<file path="src/rtl/cbf_pkg.sv">
package cbf_pkg;

   typedef enum logic [1:0] {
      RGB_565        = 2'b00,
      RGB_555        = 2'b01,
      RGB_444_LO_PAD = 2'b10,
      RGB_444_HI_PAD = 2'b11
   } rgb_fmt_e;

   typedef struct packed {
      logic     raw_bypass;
      logic     rgb_en;
      rgb_fmt_e rgb_fmt;
      logic     swap_pos;
      logic     swap_chan;
      logic     shift3;
      logic     chroma_avg;
   } cbf_cfg_t;

   function automatic logic [7:0] shl3(input logic [7:0] v);
      return {v[4:0], 3'b000};
   endfunction

   function automatic logic [15:0] pack_rgb(input rgb_fmt_e f,
                                            input logic [7:0] r,
                                            input logic [7:0] g,
                                            input logic [7:0] b);
      logic [15:0] w;
      case (f)
         RGB_565:        w = {r[7:3], g[7:2], b[7:3]};
         RGB_555:        w = {1'b0, r[7:3], g[7:3], b[7:3]};
         RGB_444_LO_PAD: w = {r[7:4], g[7:4], b[7:4], 4'h0};
         default:        w = {4'h0, r[7:4], g[7:4], b[7:4]};
      endcase
      return w;
   endfunction

endpackage

</file>
<file path="src/rtl/cbf_cfg_hold.sv">
module cbf_cfg_hold
   import cbf_pkg::*;
(
   input  logic     clk,
   input  logic     rst_n,
   input  logic     load,
   input  cbf_cfg_t cfg_d,
   output cbf_cfg_t cfg_q
);

   always_ff @(posedge clk or negedge rst_n) begin
      if (!rst_n)    cfg_q <= '0;
      else if (load) cfg_q <= cfg_d;
   end

endmodule

</file>
<file path="src/rtl/cbf_chroma_track.sv">
module cbf_chroma_track #(
   parameter int CH_W      = 8,
   parameter int AVG_ROUND = 0
) (
   input  logic            clk,
   input  logic            rst_n,
   input  logic            restart,
   input  logic            accept,
   input  logic            swap_chan,
   input  logic            avg_en,
   input  logic [CH_W-1:0] cb,
   input  logic [CH_W-1:0] cr,
   output logic [CH_W-1:0] chroma
);

   localparam int SUM_W = CH_W + 1;

   logic            odd_q;
   logic            prev_ok_q;
   logic [CH_W-1:0] prev_cb_q;
   logic [CH_W-1:0] prev_cr_q;
   logic            use_cr;
   logic [CH_W-1:0] cur_c;
   logic [CH_W-1:0] old_c;
   logic [SUM_W-1:0] pair_sum;
   logic [CH_W-1:0] mean_c;

   always_ff @(posedge clk or negedge rst_n) begin
      if (!rst_n) begin
         odd_q     <= 1'b0;
         prev_ok_q <= 1'b0;
         prev_cb_q <= '0;
         prev_cr_q <= '0;
      end else if (restart) begin
         odd_q     <= 1'b0;
         prev_ok_q <= 1'b0;
      end else if (accept) begin
         odd_q     <= ~odd_q;
         prev_ok_q <= 1'b1;
         prev_cb_q <= cb;
         prev_cr_q <= cr;
      end
   end

   always_comb begin
      use_cr   = odd_q ^ swap_chan;
      cur_c    = use_cr ? cr : cb;
      old_c    = use_cr ? prev_cr_q : prev_cb_q;
      pair_sum = {1'b0, cur_c} + {1'b0, old_c};
   end

   generate
      if (AVG_ROUND != 0) begin : g_round
         logic [SUM_W:0] sum_r;
         assign sum_r  = {1'b0, pair_sum} + {{SUM_W{1'b0}}, 1'b1};
         assign mean_c = sum_r[SUM_W-1:1];
      end else begin : g_floor
         assign mean_c = pair_sum[SUM_W-1:1];
      end
   endgenerate

   assign chroma = (avg_en && prev_ok_q) ? mean_c : cur_c;

endmodule

</file>
<file path="src/rtl/cbf_word_build.sv">
module cbf_word_build
   import cbf_pkg::*;
#(
   parameter int RAW_W = 10
) (
   input  cbf_cfg_t         cfg,
   input  logic [7:0]       c0,
   input  logic [7:0]       c1,
   input  logic [7:0]       c2,
   input  logic [7:0]       chroma,
   input  logic [RAW_W-1:0] raw,
   output logic [7:0]       byte0,
   output logic [7:0]       byte1
);

   localparam int LO_W = RAW_W - 8;

   logic [7:0]  r_v, g_v, b_v, y_v, c_v;
   logic [15:0] word;
   logic [15:0] word_s;
   logic [7:0]  raw_hi;
   logic [7:0]  raw_lo;

   assign raw_hi = raw[RAW_W-1 -: 8];

   generate
      if (LO_W == 8) begin : g_lo_full
         assign raw_lo = raw[7:0];
      end else begin : g_lo_pad
         assign raw_lo = {{(8-LO_W){1'b0}}, raw[LO_W-1:0]};
      end
   endgenerate

   always_comb begin
      r_v = cfg.swap_chan ? c2 : c0;
      b_v = cfg.swap_chan ? c0 : c2;
      g_v = c1;
      y_v = c0;
      c_v = chroma;
      if (cfg.shift3) begin
         r_v = shl3(r_v);
         g_v = shl3(g_v);
         b_v = shl3(b_v);
         y_v = shl3(y_v);
         c_v = shl3(c_v);
      end
      word   = cfg.rgb_en ? pack_rgb(cfg.rgb_fmt, r_v, g_v, b_v) : {c_v, y_v};
      word_s = cfg.swap_pos ? {word[7:0], word[15:8]} : word;
      if (cfg.raw_bypass) begin
         byte0 = raw_hi;
         byte1 = raw_lo;
      end else begin
         byte0 = word_s[15:8];
         byte1 = word_s[7:0];
      end
   end

endmodule

</file>
<file path="src/rtl/cbf_byte_ser.sv">
module cbf_byte_ser (
   input  logic       clk,
   input  logic       rst_n,
   input  logic       accept,
   input  logic [7:0] b0,
   input  logic [7:0] b1,
   output logic [7:0] out_byte,
   output logic       out_valid,
   output logic       busy
);

   logic [7:0] hold_q;

   always_ff @(posedge clk or negedge rst_n) begin
      if (!rst_n) begin
         out_byte  <= '0;
         out_valid <= 1'b0;
         busy      <= 1'b0;
         hold_q    <= '0;
      end else if (accept) begin
         out_byte  <= b0;
         hold_q    <= b1;
         out_valid <= 1'b1;
         busy      <= 1'b1;
      end else if (busy) begin
         out_byte  <= hold_q;
         out_valid <= 1'b1;
         busy      <= 1'b0;
      end else begin
         out_valid <= 1'b0;
      end
   end

endmodule

</file>
<file path="src/rtl/cam_byte_formatter.sv">
module cam_byte_formatter
   import cbf_pkg::*;
#(
   parameter int CH_W      = 8,
   parameter int RAW_W     = 10,
   parameter int AVG_ROUND = 0
) (
   input  logic             clk,
   input  logic             rst_n,
   input  logic             cfg_raw_bypass,
   input  logic             cfg_rgb_en,
   input  logic [1:0]       cfg_rgb_fmt,
   input  logic             cfg_swap_pos,
   input  logic             cfg_swap_chan,
   input  logic             cfg_shift3,
   input  logic             cfg_chroma_avg,
   input  logic             frame_start,
   input  logic             line_start,
   input  logic             in_valid,
   output logic             in_ready,
   input  logic [CH_W-1:0]  in_c0,
   input  logic [CH_W-1:0]  in_c1,
   input  logic [CH_W-1:0]  in_c2,
   input  logic [RAW_W-1:0] in_raw,
   output logic [7:0]       out_byte,
   output logic             out_valid
);

   generate
      if (CH_W != 8) begin : g_bad_ch
         $error("cam_byte_formatter: CH_W must be 8");
      end
      if (RAW_W < 9 || RAW_W > 16) begin : g_bad_raw
         $error("cam_byte_formatter: RAW_W must lie in 9..16");
      end
   endgenerate

   cbf_cfg_t   cfg_in;
   cbf_cfg_t   cfg_act;
   logic       accept;
   logic       busy;
   logic [7:0] chroma;
   logic [7:0] byte0;
   logic [7:0] byte1;

   assign cfg_in = '{raw_bypass: cfg_raw_bypass,
                     rgb_en:     cfg_rgb_en,
                     rgb_fmt:    rgb_fmt_e'(cfg_rgb_fmt),
                     swap_pos:   cfg_swap_pos,
                     swap_chan:  cfg_swap_chan,
                     shift3:     cfg_shift3,
                     chroma_avg: cfg_chroma_avg};

   assign in_ready = ~busy;
   assign accept   = in_valid & ~busy;

   cbf_cfg_hold u_cfg (
      .clk   (clk),
      .rst_n (rst_n),
      .load  (frame_start),
      .cfg_d (cfg_in),
      .cfg_q (cfg_act)
   );

   cbf_chroma_track #(.CH_W(CH_W), .AVG_ROUND(AVG_ROUND)) u_chroma (
      .clk       (clk),
      .rst_n     (rst_n),
      .restart   (frame_start | line_start),
      .accept    (accept),
      .swap_chan (cfg_act.swap_chan),
      .avg_en    (cfg_act.chroma_avg),
      .cb        (in_c1),
      .cr        (in_c2),
      .chroma    (chroma)
   );

   cbf_word_build #(.RAW_W(RAW_W)) u_build (
      .cfg    (cfg_act),
      .c0     (in_c0),
      .c1     (in_c1),
      .c2     (in_c2),
      .chroma (chroma),
      .raw    (in_raw),
      .byte0  (byte0),
      .byte1  (byte1)
   );

   cbf_byte_ser u_ser (
      .clk       (clk),
      .rst_n     (rst_n),
      .accept    (accept),
      .b0        (byte0),
      .b1        (byte1),
      .out_byte  (out_byte),
      .out_valid (out_valid),
      .busy      (busy)
   );

endmodule

</file>
<file path="config.mk">
export PLATFORM = sky130hd
export DESIGN_NAME = cam_byte_formatter
export DESIGN_NICKNAME = d
export VERILOG_FILES = /design/src/rtl/cbf_pkg.sv /design/src/rtl/cbf_cfg_hold.sv /design/src/rtl/cbf_chroma_track.sv /design/src/rtl/cbf_word_build.sv /design/src/rtl/cbf_byte_ser.sv /design/src/rtl/cam_byte_formatter.sv
export SDC_FILE = /design/constraint.sdc
export NUM_CORES = 1
export LEC_CHECK = 0
export ABC_AREA = 1
export BUFFER_PORTS_ARGS = -buffer_cell sky130_fd_sc_hd__buf_2
export CAP_MARGIN = 20
export CORE_MARGIN = 5
export CORE_UTILIZATION = 57
export CTS_CLUSTER_SIZE = 12
export DETAILED_ROUTE_END_ITERATION = 16
export GPL_ROUTABILITY_DRIVEN = 0
export GPL_TIMING_DRIVEN = 0
export MAX_ROUTING_LAYER = met4
export PLACE_DENSITY_LB_ADDON = 0.1
export SLEW_MARGIN = 30
export SYNTH_ARGS = -nofsm -noshare
export SYNTH_HDL_FRONTEND = slang
export SYNTH_SLANG_ARGS = --single-unit
</file>
<file path="constraint.sdc">
create_clock -name clk -period 2.9 [get_ports clk]
set_clock_uncertainty 0.05 [all_clocks]
set_input_delay 0.725 -clock clk [delete_from_list [all_inputs] [get_ports clk]]
set_output_delay 0.725 -clock clk [all_outputs]
set_load 0.05 [all_outputs]
</file>
==> results.toml, run 1 <==
[status]
status = "finished clean"

[worst_setup_path]
path_cells = "buf_6 > inv_4 > nand2_4 > nand2_4 > inv_4 > buf_6 > nand2_1 > nand2_2 > fa_2 > nand3_2 > nand2_2 > nand2_1 > nand2_1 > nand2_2 > nand2_1 > nand2_1 > nand3_2 > a21oi_2 > nand3_1 > nand3_1 > nand2_1"
critPathLaunch = "u_cfg.cfg_q[2]"
crit_path_end_kind = "register"
crit_family = "simple AND/OR/NAND/NOR gates"
critPathSlowestCell = "fa_2"
cp_num_buf_inv = 4
crit_arrival_ps = 2900
cp-start-kind = "register"
worstPathRequired_ps = 3050
cp_max_fo = 10
crit_path_frequent_cell = "nand2_1"
critPathKind = "register to register"
slowest_delay_ps = 410
r2r_start = "u_cfg.cfg_q[2]"

[global_route]
use_met2 = 0.431
grt_overflow = 0
grt_max_degree = 45
grt_pass1_vias = 3600
met1_usage = 0.382
grt_pass1_wl_um = 16700
grt_busiest_layer = "met2"
antenna_found_initial = 0
gr-usage-met3 = 0.0452
track_usage = 0.285

[final_layout]
syn_to_final_growth_pct = 15.8
fin_util = 0.679
drive_above_1_share = 0.229
fillers = 533
nets = 635
stdcell_count = 656
antenna_cells = 0

[detailed_routing]
dr.pass1.iters = 5
drtIter0Drc = 270
vias = 3744
wl_per_cell_um = 15.3
ant_nets = 0
via_per_inst = 5.71
drt-total-wl_um = 10000
drc = 0

[logic_synthesis]
netlist_area_um2 = 3470
yosysUniqueCellTypes = 39
synthFlopType = "dfrtp_1"
syn_nets = 570
synth-seq-cells = 44
synthTopCellsByCount = "164 x nand2_1, 46 x inv_1, 45 x nand3_1, 44 x dfrtp_1"
synth.avg_cell_area_um2 = 6.73
synth_edf_count = 0
yosysMostFrequentCell = "nand2_1"
netlist.area_leader.share = 0.317
synth-seq-area-share = 0.317
yosys_warnings = 0
postSynthCellCount = 515
ys_async_sr_fraction = 1.00
post_synth_main_area_contributors = "dfrtp_1 32%, nand2_1 18%, nand3_1 6.5%"
yosysTopAreaCell = "dfrtp_1"

[run]
cap_violations = 0

[clocking]
clkTransAtPathRegs_ps = 90
cts_tree = "built"
insertion_delay_ps = 300
h-tree-depth = 2
cts_hold_buffers = 0
cts_inserted_buffers = 5
clock_path_buffers = 2
clock_sinks = 44
cts-root-buf = "clkbuf_8"

[power_and_ir_drop]
p_int_mw = 1.26
p_clk_frac = 0.191
pwr-share-comb = 0.455
irDropWorstVdd_uv = 409
swShare = 0.420
p_seq_frac = 0.354
p_leak_nw = 2.05
switching_power_mw = 0.917
p_per_area_nw_per_um2 = 543

[floorplan]
die_area_um2 = 7740
num_rows = 28
fp.dieW_um = 88.0
num_io_pins = 57
die_h_um = 88.0
start_util = 0.586
core_um2 = 5920

[timing]
period_needed_ps = 2750
fmax_mhz = 364
max_slew_margin = 0.550
final_min_period_over_clock_period = 0.948
hold_violations = 0
finalSetupViolCount = 0
worst_pin_slew_ps = 672
tns_ps = 0
finalMaxSlewViolations = 0

[placement]
portBuffers = 56
hpwl_um = 7670
placedCellCount = 646

[worst_hold_path]
hold_class = "primary input to asynchronous set/reset pin"
[cell usage in the layout, fill, tap and decap left out, types with 2 or more instances in the layout]
| cell | synthesis | routed |
|---|---|---|
| clkbuf_8 | 0 | 6 |
| a21oi_2 | 3 | 5 |
| o2111ai_1 | 2 | 2 |
| nand3_2 | 2 | 5 |
| nor2_1 | 30 | 29 |
| ha_4 | 0 | 2 |
| dfrtp_1 | 44 | 44 |
| nand2_1 | 164 | 161 |
| a21oi_1 | 27 | 25 |
| clkinvlp_4 | 0 | 2 |
| a21o_1 | 2 | 2 |
| o211ai_1 | 6 | 6 |
| clkbuf_1 | 7 | 7 |
| xnor2_1 | 2 | 2 |
| o21ai_2 | 12 | 12 |
| mux2_2 | 7 | 7 |
| inv_2 | 6 | 6 |
| nor2_2 | 2 | 3 |
| a22oi_1 | 3 | 3 |
| o221ai_1 | 3 | 3 |
| nand3_1 | 45 | 42 |
| ha_1 | 7 | 5 |
| o21ai_0 | 30 | 30 |
| or2_1 | 3 | 3 |
| o22ai_1 | 7 | 7 |
| inv_4 | 2 | 2 |
| buf_6 | 5 | 5 |
| nand2_4 | 2 | 2 |
| nand2_2 | 5 | 8 |
| o21ai_1 | 24 | 24 |
| buf_2 | 6 | 61 |
| inv_1 | 46 | 46 |
| buf_4 | 2 | 5 |
[worst register-to-register path, cell delays in order (launching register included)]
cell and delay [ps]:
dfrtp_1 380, buf_6 140, inv_4 70, nand2_4 60, nand2_4 110, inv_4 70, buf_6 140, nand2_1 80
nand2_2 80, fa_2 410, nand3_2 80, nand2_2 70, nand2_1 60, nand2_1 70, nand2_2 70, nand2_1 60
nand2_1 70, nand3_2 70, a21oi_2 200, nand3_1 130, nand3_1 110, nand2_1 50
[through the flow]
step	hold WS (ps)	setup WS, ps	power (mW)	area, um2
final	355	151	2.18	4020
after global routing	387	-15.4	2.36	4020
after CTS	377	154	2.13	3940
after detailed placement	416	-8.24	1.71	3840
after global placement	412	30.4	1.68	3840
after floorplan	379	459	1.47	3470
[flip-flops by register name, summed over array words and instances (netlist names)]
register,count
u_chroma.prev_cr_q,8
u_ser.hold_q,8
u_chroma.odd_q,1
u_ser.busy,1
u_cfg.cfg_q,8
u_ser.out_byte,8
u_ser.out_valid,1
u_chroma.prev_ok_q,1
u_chroma.prev_cb_q,8
[final cells by class]
cell class / instances / area, um2 / share of cell area
well taps: 75 / 93.8 / 0.0234
clock buffers: 6 / 82.6 / 0.0206
inverters: 54 / 208 / 0.0517
plain buffers: 21 / 131 / 0.0327
clock inverters: 2 / 15.0 / 0.00374
multi-input cells: 396 / 2090 / 0.520
repair buffers: 58 / 298 / 0.0741
flip-flops and latches: 44 / 1100 / 0.274
[kinds of logic after synthesis]
logic type | count (synthesis) | synth area share
simple gates | 255 | 0.309
flops | 44 | 0.317
mux | 7 | 0.0227
buf+inv | 75 | 0.0978
xor+xnor | 2 | 0.00505
compound gates | 124 | 0.217
fa+ha+maj | 8 | 0.0310
[routing by layer]
metal  share of wire  up-vias
met4           0.037        0
li1                -     1833
met1            0.42     1675
met5               0        -
met3           0.090       38
met2            0.45      198
[power by group through the flow]
stage	Clock [mW]	Sequential, mW	Combinational [mW]
2_1_floorplan	0	0.859	0.609
3_3_place_gp	0	0.779	0.904
3_5_place_dp	0	0.784	0.923
4_1_cts	0.428	0.772	0.928
5_1_grt	0.461	0.787	1.11
6_report	0.416	0.773	0.993
[final timing paths]
path                                              end  slack [ps]  depth (start not counted)
max in group asynchronous           u_ser.out_byte[2]        2040                          1
worst max-delay path                  u_ser.hold_q[5]         150                         21
worst min-delay path            u_chroma.prev_cb_q[6]         360                          1
worst min register to register        u_ser.hold_q[4]         430                          2
worst max register to register        u_ser.hold_q[5]         150                         21
min in group clk                      u_ser.hold_q[4]         430                          2
[repair_timing]
action	4_1_cts	5_1_grt
setup endpoints to repair	0	6
buffers inserted	0	2
gates resized for setup	0	12
No activity file was read; power rests on OpenSTA's default activity.
==> inputs of run 2 (changes only) <==
--- a/config.mk
+++ b/config.mk
@@ -8,12 +8,13 @@
 export ABC_AREA = 1
 export BUFFER_PORTS_ARGS = -buffer_cell sky130_fd_sc_hd__buf_2
 export CAP_MARGIN = 20
+export CORE_ASPECT_RATIO = 1.1
 export CORE_MARGIN = 5
 export CORE_UTILIZATION = 57
 export CTS_CLUSTER_SIZE = 12
 export DETAILED_ROUTE_END_ITERATION = 16
 export GPL_ROUTABILITY_DRIVEN = 0
-export GPL_TIMING_DRIVEN = 0
+export GPL_TIMING_DRIVEN = 1
 export MAX_ROUTING_LAYER = met4
 export PLACE_DENSITY_LB_ADDON = 0.1
 export SLEW_MARGIN = 30
==> run 2 against run 1 <==
Power decreased by 4.7%. Sequential power increased by 2%. First-iteration DRC count increased by 37%. Register-to-register slack improved by 90 ps. Cell count decreased by 2.0%. Global-route usage decreased by 1.8 points. Sequential cell count unchanged. Critical path depth decreased by 2. Highest routed layer unchanged.
==> results.toml, run 2 (synthesized netlist as in run 1, its figures left out) <==
[floorplan]
num_io_pins = 57
num_rows = 29
core_um2 = 5840
start_util = 0.594
die_area_um2 = 7750
die_h_um = 91.8
fp.dieW_um = 84.4

[final_layout]
syn_to_final_growth_pct = 11.4
mostFrequentLayoutCells = "164 x nand2_1, 56 x buf_2, 46 x inv_1, 45 x nand3_1, 43 x dfrtp_1"
antenna_cells = 0
nets = 621
final_common_cell = "nand2_1"
drive_above_1_share = 0.201

[clocking]
cts_tree = "built"
insertion_delay_ps = 300
clock_path_buffers = 2
h-tree-depth = 2
cts-root-buf = "clkbuf_8"
cts_resized = 0
postCtsSetupBuffers = 0
cts_inserted_buffers = 5
clock_sinks = 44
clkTransAtPathRegs_ps = 80
cts_hold_buffers = 0

[global_route]
grt_pass1_wl_um = 16400
track_usage = 0.267
grt_pass1_vias = 3439
antenna_found_initial = 0
grt_max_degree = 27
grt_overflow = 0

[timing]
worst_pin_slew_ps = 550
finalSetupViolCount = 0
fmax_mhz = 377
max_slew_margin = 0.634
final_min_period_over_clock_period = 0.915
hold_violations = 0
hold_ws_ps = 333
tns_ps = 0
grt_setup_unrepaired = "no"
finalMaxSlewViolations = 0
period_needed_ps = 2650

[power_and_ir_drop]
p_per_area_nw_per_um2 = 538
p_leak_nw = 2.01
irDropWorstVdd_uv = 378

[detailed_routing]
ant_nets = 0
wl_per_cell_um = 15.2
via_per_inst = 5.65
drt-total-wl_um = 9790
drtIter0Drc = 369
dr.pass1.iters = 5
vias = 3634
drc = 0

[worst_setup_path]
critPathKind = "register to register"
crit_arrival_ps = 2800
crit_path_end = "u_ser.out_byte[6]"
crit_path_end_kind = "register"
cp-start-kind = "register"
critPathLaunch = "u_cfg.cfg_q[2]"
reg2reg_depth = 19
r2r_start = "u_cfg.cfg_q[2]"
r2r_setup_slack_ps = 250
cp_max_fo = 17
regToRegEndpoint = "u_ser.out_byte[6]"
worstPathRequired_ps = 3040

[status]
status = "finished clean"

[placement]
portBuffers = 56
hpwl_um = 7830

[run]
cap_violations = 0

[worst_hold_path]
hold_class = "primary input to asynchronous set/reset pin"
[run 2: cell types whose count changed in the layout (fill, tap and decap cells not counted), sizes merged]
cell and change:
buf -7, clkbuf -7, clkinvlp -2, clkinv +1
[run 2: how the worst min path moves through the flow]
stage	start	endpoint	cells after the start
after global placement	u_ser.hold_q[4]	u_ser.hold_q[4]	2
after CTS	rst_n	u_chroma.prev_cr_q[5]	1
after global routing	rst_n	u_chroma.prev_cr_q[5]	1
final	rst_n	u_chroma.prev_cr_q[5]	1
after floorplan	rst_n	u_cfg.cfg_q[0]	0
after detailed placement	u_ser.hold_q[2]	u_ser.hold_q[2]	2
[run 2: area by class of cell]
type	count	area, um2
flip-flops and latches	44	1100
clock inverters	1	5.00
inverters	54	208
well taps	77	96.3
multi-input cells	396	2030
fillers	545	1980
repair buffers	65	352
clock buffers	6	72.6
[run 2: power breakdown]
group / total (mW) / switching (mW) / internal [mW]
clock network: 0.375 / 0.210 / 0.164
registers: 0.790 / 0.0724 / 0.718
logic: 0.915 / 0.599 / 0.316
total: 2.08 / 0.882 / 1.20
[run 2: critical path, cell delays in order, from the launching register on]
cell     delay (ps)
dfrtp_2         480
nand2_2         140
nand2_4          80
inv_4           160
nand2_1          80
o21ai_1         130
ha_1            320
a21o_1          200
inv_1           100
nor2_1           50
nor2_1          120
nand2_1          90
nand2_1          80
nand2_1          50
nand2_1          50
nand3_1          60
nand2_1          90
nand3_1          60
nand2_1          90
a21oi_2          50
[run 2: per-stage QoR]
step                utilization  instances  setup WS [ps]  total power [mW]  cell area [um2]
floorplan                     -        515            459              1.47             3470
global placement          0.647        636            206              1.68             3780
detailed placement        0.647        636            134              1.70             3780
CTS                       0.661        643            201              2.08             3860
global route              0.661        643           14.5              2.23             3860
finish                    0.661        643            245              2.08             3860
[run 2: routing by layer]
| metal | GRT usage | vias to the layer above | part of all wire |
|---|---|---|---|
| met5 | - | - | 0 |
| met4 | 0.109 | 0 | 0.037 |
| met3 | 0.0421 | 27 | 0.074 |
| met2 | 0.421 | 161 | 0.46 |
| met1 | 0.343 | 1647 | 0.43 |
| li1 | - | 1799 | - |
==> inputs of run 3 (changes only) <==
--- a/config.mk
+++ b/config.mk
@@ -10,7 +10,7 @@
 export CAP_MARGIN = 20
 export CORE_ASPECT_RATIO = 1.1
 export CORE_MARGIN = 5
-export CORE_UTILIZATION = 57
+export CORE_UTILIZATION = 60
 export CTS_CLUSTER_SIZE = 12
 export DETAILED_ROUTE_END_ITERATION = 16
 export GPL_ROUTABILITY_DRIVEN = 0
==> constraint.sdc (replaced) <==
create_clock -name clk -period 3.2 [get_ports clk]
set_clock_uncertainty 0.05 [all_clocks]
set_input_delay 0.8 -clock clk [delete_from_list [all_inputs] [get_ports clk]]
set_output_delay 0.8 -clock clk [all_outputs]
set_load 0.05 [all_outputs]
==> run 3 against run 2 <==
Cell count fell by 0.31%. Sequential power decreased by 8.9%. Count of clock-buffer cells in the layout increased by 1. Power shrank 7.9%. Core utilization grew 1.5 points. Die area decreased by 4.4%. Register-to-register slack improved by 170 ps. Global-route usage grew 1.7 points. Sequential cell count stayed put. First-iteration DRC count down 1.4%. Highest routed layer unchanged.
==> results.toml, run 3 (synthesized netlist as in run 1, its figures left out) <==
[status]
status = "finished clean"

[floorplan]
core_um2 = 5700
die_h_um = 89.7
start_util = 0.609
die_area_um2 = 7400
fp.dieW_um = 82.5
num_rows = 29
num_io_pins = 57

[clocking]
cts_resized = 0
clkTransAtPathRegs_ps = 90
cts_inserted_buffers = 5
cts_tree = "built"
h-tree-depth = 2
cts-root-buf = "clkbuf_8"
insertion_delay_ps = 300
clock_sinks = 44
cts_hold_buffers = 0
postCtsSetupBuffers = 0
clock_path_buffers = 2

[worst_hold_path]
hold_class = "primary input to asynchronous set/reset pin"

[power_and_ir_drop]
irDropWorstVdd_uv = 328
swShare = 0.421
p_int_mw = 1.11
switching_power_mw = 0.807
p_leak_nw = 2.00
p_per_area_nw_per_um2 = 497
p_seq_frac = 0.376
power.total_mw = 1.92
pwr-share-comb = 0.427
p_clk_frac = 0.197

[detailed_routing]
ant_nets = 0
via_per_inst = 5.70
wl_per_cell_um = 15.2
dr.pass1.iters = 5
drc = 0
drtIter0Drc = 364
vias = 3652
drt-total-wl_um = 9730

[final_layout]
stdcell_area_um2 = 3850
nets = 618
drive_above_1_share = 0.197
antenna_cells = 0
fin_util = 0.677
final_common_cell = "nand2_1"
mostFrequentLayoutCells = "164 x nand2_1, 55 x buf_2, 46 x inv_1, 45 x nand3_1, 44 x dfrtp_1"
syn_to_final_growth_pct = 11.1
fillers = 505
stdcell_count = 641

[run]
cap_violations = 0

[worst_setup_path]
reg2reg_depth = 17
r2r_start = "u_cfg.cfg_q[2]"
cp_max_fo = 17
r2r_setup_slack_ps = 410
regToRegEndpoint = "u_ser.out_byte[3]"
worstPathRequired_ps = 3340
crit_arrival_ps = 2930
critPathKind = "register to register"
cp-start-kind = "register"
crit_path_end_kind = "register"

[timing]
tns_ps = 0
period_needed_ps = 2790
max_slew_margin = 0.544
hold_violations = 0
worst_pin_slew_ps = 684
finalMaxSlewViolations = 0
fmax_mhz = 359
final_min_period_over_clock_period = 0.871
grt_setup_unrepaired = "no"
finalSetupViolCount = 0

[global_route]
grt_overflow = 0
grt_max_degree = 45
grt_pass1_wl_um = 16100
grt_pass1_vias = 3316
antenna_found_initial = 0
track_usage = 0.284

[placement]
portBuffers = 56
hpwl_um = 7570
place_area_um2 = 3760
placedCellCount = 633
-- run 3: worst max path at each step --
stage,from,endpoint,cells past startpoint
after floorplan,in_c2[0],u_ser.out_byte[5],17
after global placement,in_c2[0],u_ser.out_byte[3],16
after detailed placement,in_c2[0],u_ser.out_byte[5],18
after CTS,u_cfg.cfg_q[2],u_ser.out_byte[5],19
after global routing,u_cfg.cfg_q[2],u_ser.hold_q[5],19
final,u_cfg.cfg_q[2],u_ser.out_byte[3],17
-- run 3: power groups by stage --
stage,Sequential (mW),Combinational (mW),Clock (mW)
floorplan,0.779,0.552,0
global placement,0.728,0.783,0
detailed placement,0.730,0.803,0
CTS,0.719,0.808,0.387
global route,0.734,0.912,0.414
finish,0.720,0.818,0.378
-- run 3: cell type report --
class / count / area [um2] / share of cell area
sequential: 44 / 1100 / 0.286
tap: 77 / 96.3 / 0.0250
clock buffer: 7 / 86.3 / 0.0224
multi-input combinational: 396 / 2030 / 0.526
clock inverter: 1 / 7.51 / 0.00195
timing repair buffer: 62 / 328 / 0.0850
inverter: 54 / 208 / 0.0539
-- run 3: worst max-delay path, cell delays in order, from the launching register on --
cell,delay (ps)
dfrtp_1,450
inv_4,160
nand2_4,80
nand2_4,160
inv_4,120
nand2_1,100
o21ai_2,100
fa_1,440
nand3_1,100
nand2_1,90
xnor2_1,150
nand2_1,70
o21ai_1,150
nand2_1,90
nand3_1,120
nand2_1,60
nand3_1,130
a21oi_2,60
-- run 3: metal layers --
layer,global-route usage,wire [um],vias up
li1,-,-,1803
met1,0.369,3890,1610
met2,0.437,4590,203
met3,0.0520,858,36
met4,0.108,386,0
met5,-,0,-
-- run 3: per-stage QoR --
stage	hold WS, ps	setup slack [ps]
final	428	412
after global routing	465	164
after CTS	440	459
after detailed placement	420	307
after global placement	412	385
after floorplan	394	684
